## config.mk

```make
export PLATFORM = sky130hd
export DESIGN_NAME = h4_mf_align
export DESIGN_NICKNAME = d
export VERILOG_FILES = /design/src/rtl/h4_mf_pkg.sv /design/src/rtl/h4_seq_adj.sv /design/src/rtl/h4_miss_ctr.sv /design/src/rtl/h4_mf_align.sv
export SDC_FILE = /design/constraint.sdc
export NUM_CORES = 1
export LEC_CHECK = 0
export BUFFER_PORTS_ARGS = -buffer_cell sky130_fd_sc_hd__clkbuf_2
export CAP_MARGIN = 10
export CORE_AREA = 3 3 40 42
export DETAILED_ROUTE_END_ITERATION = 12
export DIE_AREA = 0 0 43 45
export PLACE_DENSITY = 0.73
export SLEW_MARGIN = 15
export SYNTH_ARGS = -nofsm -noshare
export SYNTH_HDL_FRONTEND = slang
export SYNTH_SLANG_ARGS = --single-unit
```

## constraint.sdc

```tcl
create_clock -name clk -period 1.5 [get_ports clk]
set_input_delay 0.15 -clock clk [delete_from_list [all_inputs] [get_ports clk]]
set_output_delay 0.15 -clock clk [all_outputs]
set_load 0.03 [all_outputs]
```

## src/rtl/h4_mf_pkg.sv

```systemverilog
package h4_mf_pkg;
  typedef enum logic {
    ST_HUNT = 1'b0,
    ST_SYNC = 1'b1
  } h4_state_e;
endpackage

```

## src/rtl/h4_seq_adj.sv

```systemverilog
// Combinational test: does cur follow prev by one in a wrapping count?
module h4_seq_adj #(
  parameter int SEQ_W = 2
) (
  input  logic [SEQ_W-1:0] prev,
  input  logic [SEQ_W-1:0] cur,
  output logic             adj
);
  logic [SEQ_W-1:0] succ;

  always_comb begin
    succ = prev + 1'b1;
    adj  = (cur == succ);
  end
endmodule

```

## src/rtl/h4_miss_ctr.sv

```systemverilog
// Counts consecutive disagreeing frames; last flags that one more miss reaches LIMIT.
module h4_miss_ctr #(
  parameter int LIMIT = 8,
  localparam int CW   = (LIMIT > 1) ? $clog2(LIMIT) : 1
) (
  input  logic clk,
  input  logic rst_n,
  input  logic en,
  input  logic clr,
  output logic last
);
  logic [CW-1:0] cnt_q;
  logic [CW-1:0] cnt_d;

  always_comb begin
    cnt_d = cnt_q;
    if (en) begin
      if (clr) cnt_d = '0;
      else     cnt_d = cnt_q + 1'b1;
    end
    last = (cnt_q == CW'(LIMIT - 1));
  end

  always_ff @(posedge clk or negedge rst_n) begin
    if (!rst_n)  cnt_q <= '0;
    else if (en) cnt_q <= cnt_d;
  end
endmodule

```

## src/rtl/h4_mf_align.sv

```systemverilog
module h4_mf_align #(
  parameter int BYTE_W      = 8,
  parameter int SEQ_W       = 2,
  parameter int LOSS_FRAMES = 8
) (
  input  logic              clk,
  input  logic              rst_n,
  input  logic              frame_stb,
  input  logic [BYTE_W-1:0] h4_byte,
  output logic [SEQ_W-1:0]  phase,
  output logic              in_frame,
  output logic              lom,
  output logic              h4_en
);
  import h4_mf_pkg::*;

  localparam logic [SEQ_W-1:0] PH_LAST = {SEQ_W{1'b1}};

  h4_state_e        st_q, st_d;
  logic [SEQ_W-1:0] ph_q, ph_d;
  logic             have_q, have_d;
  logic             inf_q, inf_d;
  logic             lom_q, lom_d;
  logic             en_q, en_d;

  logic [SEQ_W-1:0] rx_seq;
  logic [SEQ_W-1:0] ph_adv;
  logic             rx_adj;
  logic             sync_stb;
  logic             agree;
  logic             miss_last;
  logic             lose;

  assign rx_seq   = h4_byte[SEQ_W-1:0];
  assign ph_adv   = ph_q + 1'b1;
  assign sync_stb = frame_stb && (st_q == ST_SYNC);
  assign agree    = (rx_seq == ph_adv);
  assign lose     = sync_stb && !agree && miss_last;

  h4_seq_adj #(.SEQ_W(SEQ_W)) u_adj (
    .prev (ph_q),
    .cur  (rx_seq),
    .adj  (rx_adj)
  );

  h4_miss_ctr #(.LIMIT(LOSS_FRAMES)) u_miss (
    .clk   (clk),
    .rst_n (rst_n),
    .en    (sync_stb),
    .clr   (agree || miss_last),
    .last  (miss_last)
  );

  // next-state process
  always_comb begin
    st_d   = st_q;
    ph_d   = ph_q;
    have_d = have_q;
    inf_d  = inf_q;
    lom_d  = lom_q;
    en_d   = 1'b0;
    if (frame_stb) begin
      if (st_q == ST_HUNT) begin
        ph_d = rx_seq;
        if (have_q && rx_adj) begin
          st_d  = ST_SYNC;
          inf_d = 1'b1;
          lom_d = 1'b0;
        end else begin
          have_d = 1'b1;
        end
      end else begin
        ph_d  = ph_adv;
        inf_d = agree;
        if (lose) begin
          st_d   = ST_HUNT;
          lom_d  = 1'b1;
          have_d = 1'b0;
        end
      end
      en_d = inf_d && !lom_d && (ph_d == PH_LAST);
    end
  end

  // register process
  always_ff @(posedge clk or negedge rst_n) begin
    if (!rst_n) begin
      st_q   <= ST_HUNT;
      ph_q   <= '0;
      have_q <= 1'b0;
      inf_q  <= 1'b0;
      lom_q  <= 1'b1;
      en_q   <= 1'b0;
    end else begin
      en_q <= en_d;
      if (frame_stb) begin
        st_q   <= st_d;
        ph_q   <= ph_d;
        have_q <= have_d;
        inf_q  <= inf_d;
        lom_q  <= lom_d;
      end
    end
  end

  assign phase    = ph_q;
  assign in_frame = inf_q;
  assign lom      = lom_q;
  assign h4_en    = en_q;
endmodule

```

== Yosys cells after proc, flatten, opt, wreduce, memory -nomap -nowiden ==
Cells that the tools add are included.

* Add/sub/neg operators: 2
* Equality and inequality tests: 5
* Mux-type cells: 17
* Reduce and logical (&&, ||, !) cells: 10

{| class="wikitable"
|+ Operators by type and width
! operator !! count
|-
| $mux W1 || 14
|-
| $logic_and A1 B1 Y1 || 6
|-
| $mux W2 || 2
|-
| $add A3 B1 Y3 const B || 1
|-
| $eq A3 B3 Y1 const B || 1
|-
| $mux W3 || 1
|-
| $reduce_and A3 Y1 || 1
|-
| $add A2 B1 Y2 const B || 1
|-
| $eq A2 B2 Y1 || 1
|-
| $eq A2 B2 Y1 const B || 1
|-
| $logic_not A1 Y1 || 2
|-
| $ne A2 B1 Y1 const B || 1
|-
| $ne A2 B2 Y1 const B || 1
|-
| $logic_or A1 B1 Y1 || 1
|}

* Flip-flop bits (word level): 10
* Input bits: 11
* Output and inout port bits: 5
* Logic and storage cells: 41

== Logic depth before layout (Yosys ltp) ==
* Word-level depth: 12
* Gate-level depth with buffers: 5

== By module ==
From an unflattened synthesis, not the netlist that was laid out.

* Cell total of the unflattened synthesis: 59
* Area total of the unflattened synthesis: 606.8 um^2

{| class="wikitable"
|+ Modules (own cells, without submodules)
! module !! times used !! cells each !! area each (um^2) !! seq. area each (um^2)
|-
| h4_mf_align || 1 || 42 || 421.7 || 176.4
|-
| h4_miss_ctr || 1 || 13 || 151.4 || 75.1
|-
| h4_seq_adj || 1 || 4 || 33.8 || 0.0
|}

== Worst setup path before layout ==
Ideal clock, no wire load.

* Kind: register to register
* Start: register ph_q[1] (netlist: phase[1])
* End: register have_q
* Library setup time: 0.118 ns
* Arrival: 1.411 ns
* Data required time: 1.382 ns
* Slack: -0.029 ns
* Stages on the path, launching flop included: 5
* Buffers on the path: 0
* Period minus slack after synthesis: 1.529 ns
* Path through: dfrtp_1 > xor2_1 > mux2i_2 > nand3_1 > a21o_1

* Word-level cells in the longest chain between the ends: 7

{| class="wikitable"
|+ RTL lines
! element !! line !! source
|-
| from (decl) || h4_mf_align.sv:20 || <nowiki>logic [SEQ_W-1:0] ph_q, ph_d;</nowiki>
|-
| from (signal assigned) || h4_mf_align.sv:98 || <nowiki>ph_q <= ph_d;</nowiki>
|-
| $add A2 B1 Y2 (*) || h4_seq_adj.sv:12, h4_mf_align.sv:35 ||
|-
| $eq A2 B2 Y1 (*) || h4_seq_adj.sv:13, h4_mf_align.sv:37 ||
|-
| $logic_not A1 Y1 || h4_mf_align.sv:38 || <nowiki>assign lose = sync_stb && !agree && miss_last;</nowiki>
|-
| $logic_and A1 B1 Y1 (2 in a row) || h4_mf_align.sv:38 ||
|-
| $ne A2 B1 Y1 (no source line) || -- ||
|-
| $reduce_and A3 Y1 (no source line) (*) || -- ||
|-
| to (signal assigned) || h4_mf_align.sv:99 || <nowiki>have_q <= have_d;</nowiki>
|-
| to (decl) || h4_mf_align.sv:21 || <nowiki>logic have_q, have_d;</nowiki>
|}

Mark *: on every way between the ends. The rest lies on a longest branch, timed or not.
A chain may end at the register's enable or synchronous reset.

== Worst setup path in the final report ==
Same ends and word-level chain as after synthesis.

==> results.md <==
* Hold path startpoint: h4_byte[0]
* Fin crit period at 1.42 ns
* Tot Pwr at 1.23 mW
* Post-synth top area cell: dfrtp_1
* Drt via density at 5.32
* Antenna diode count at 0
* Crit start category: register
* DRT Pass-1 Iters at 4
* Post-Syn Instances at 61
* Pwr/cell area at 1830 nW/um2
* Root buf cell: clkbuf_4
* Final hold slack at 0.160 ns
* WP data required at 1.67 ns
* CTS H-tree depth at 1
* Clock Tree Buf Depth at 2
* Row cnt at 13
* Design area at 671 um2
* Layout cell share with drive strength beyond 1 at 0.276
* GR Overflow Total at 0
* Post-DP HPWL at 841 um
* Die area at 1940 um2
* Warnings, synthesis at 0
* DR iter-0 viols at 3
* Worst Hold Depth at 3
* Final setup vio count at 0
* Largest cells by area after synthesis: dfrtp_1 42%, o21ai_0 5.6%, nand2_1 5.6%, dfstp_2 4.9%, a21oi_1 4.7%
* Fmax at 706 MHz
* NumNets Final at 90
* Syn Area/Cell at 8.80 um2
* R2R cell count at 4
* Outcome: complete, no violations
* Slew Viols, Final at 0
* Final Wtd Congestion at 0.743
* Total CTS buffers at 3
* WL/cell at 12.6 um
* Reg2reg end: have_q
* Largest net degree at the start of global routing at 14
* VDD IR max at 1.03 mV
* Critical path class: reg -> reg
* Final ANT Viol Nets at 0
* Max_cap viols at 0
* Final hold vios at 0
* Die Span X at 43 um
* Number of global-route vias before repair at 433
* Clock Skews at 0.00753 ns
* Final non-filler cell total at 91
* Global-route wire length before repair at 1.94 mm
* Clock slew at reported path FFs at 0.08 ns
* DR vias at 484
* CP Capture Type: register
* Worst min-delay path class: in -> reg
* Flop2flop setup slack at 0.08 ns
* Area growth syn-to-layout at 24.9%
* Pleak at 0.318 nW
* Net Count, Synth at 74
* Synth Register Bits at 10
* Synth cell types at 20
* Crit-path slowest cell: dfrtp_2
* IO Count at 16
* Area after DPL at 617 um2
* Worst Hold End: phase[0]
* Top-area cell type share of the netlist area at 0.420
* CP max FO at 4
* Die H at 45 um
* Tightest Pin Transition at 0.279 ns
* Post-route setup TNS at 0 ns
* Starting Density at 0.418
* Relative slew slack at 0.810
* Cell Area, Synth at 537 um2
* Clk_lat worst skew at 0.27 ns
* CP arrival at 1.59 ns
* Clk sink count at 10
* GRT Overall Usage at 0.143
* Unrepaired setup endpoints after global routing: false
* Worst stage delay on the critical path at 0.43 ns
* Fill cells at 125
* Core Area at 1280 um2
* DRC errors left at 0
* CTS tree: done
* Part of the Yosys area used for sequential elements at 0.469
* Part of the cycle the worst path needs at 0.944
* Crit-path cells: xor2_2, mux2i_2, nand3_1, a21o_1
* I/O Buffers at 9
* Initial antenna violation count at 0
* Dpl cells at 86
* Drt total wl at 1.15 mm
* FF-to-FF Start: phase[1]
-- critical path: cells and delay by family, from the launching register on --
kind	cells	cell delay, ns
flip-flops	1	0.43
multiplexers	1	0.33
AO/OA/AOI/OAI	1	0.20
XOR/XNOR	1	0.19
AND/OR/NAND/NOR	1	0.17
-- flip-flops by register name, indices dropped and copies added, names as in the netlist --
register and count:
have_q 1, phase 2, lom 1, st_q 1
h4_en 1, in_frame 1, u_miss.cnt_q 3
-- synthesized netlist by cell type --
master and instances:
o2bb2ai_1 1, dfstp_2 1, nor2b_1 3, clkbuf_1 2
nand2_1 8, xor2_1 1, or2_2 1, o22ai_1 2
nor2_1 2, nand3_1 5, dfrtp_1 9, o21ai_0 6
a21oi_1 5, mux2i_2 1, ha_1 2, o21ai_1 3
nand3b_1 3, a21o_1 1, inv_1 4, nand2b_1 1
-- layer usage --
layer / share of wire / track usage / vias up / wire (um)
met3: 0.047 / 0.0478 / 5 / 54
met4: 0.031 / 0.0904 / 0 / 36
met2: 0.51 / 0.234 / 18 / 591
met5: 0 / 0 / - / 0
li1: - / - / 240 / -
met1: 0.41 / 0.162 / 221 / 466
-- through the flow --
step | setup WS (ns) | utilization
5_1_grt | 0.0314 | 0.522
2_1_floorplan | 0.0535 | -
3_5_place_dp | 0.0920 | 0.480
6_report | 0.0838 | 0.522
3_3_place_gp | 0.141 | 0.480
4_1_cts | 0.0791 | 0.516
-- worst max-delay path by stage --
| stage | endpoint | depth (start not counted) | slack (ns) | from |
|---|---|---|---|---|
| floorplan | have_q | 4 | 0.05 | phase[1] |
| global placement | have_q | 4 | 0.14 | phase[1] |
| detailed placement | have_q | 4 | 0.09 | phase[1] |
| CTS | have_q | 4 | 0.08 | phase[1] |
| global route | lom | 5 | 0.03 | phase[1] |
| finish | have_q | 4 | 0.08 | phase[1] |
-- cell type report --
type / count / area (um2) / share of cell area
clock buffers: 4 / 36.3 / 0.0541
inverters: 4 / 15.0 / 0.0224
repair buffers: 13 / 77.6 / 0.116
flip-flops and latches: 10 / 253 / 0.377
well taps: 15 / 18.8 / 0.0280
multi-input cells: 45 / 270 / 0.403
-- report_power, final --
group	total [mW]	internal (mW)	switching, mW	leakage [nW]
combinational	0.505	0.213	0.292	0.180
clock	0.252	0.147	0.105	0.0210
sequential	0.470	0.369	0.101	0.117
-- cell families after synthesis --
logic type	count (synthesis)	synth area share
fa+ha+maj	2	0.0466
buf+inv	6	0.0420
compound gates	18	0.184
flops	10	0.469
simple gates	23	0.217
mux	1	0.0256
xor+xnor	1	0.0163
-- cells in the final DEF, fill, tap and decap left out --
cell           netlist  layout
a21o_1               1       1
a21oi_1              5       5
buf_4                0       3
clkbuf_2             0       9
clkbuf_4             0       3
clkbuf_8             0       1
dfrtp_1              9       8
dfrtp_2              0       1
dfstp_2              1       1
dlygate4sd3_1        0       1
ha_1                 2       2
inv_1                4       4
mux2i_2              1       1
nand2_1              8       8
nand2b_1             1       1
nand3_1              5       5
nand3b_1             3       3
nor2_1               2       2
nor2b_1              3       3
o21ai_0              6       6
o21ai_1              3       3
o22ai_1              2       2
o2bb2ai_1            1       1
or2_2                1       1
xor2_2               0       1
-- repair_timing --
action,in CTS,in global routing
hold endpoints to repair,10,0
hold buffers,1,0
setup buffers,0,0
endpoints found under the setup margin,0,2
gates resized for setup,0,1
No activity file was read; power rests on OpenSTA's default activity.
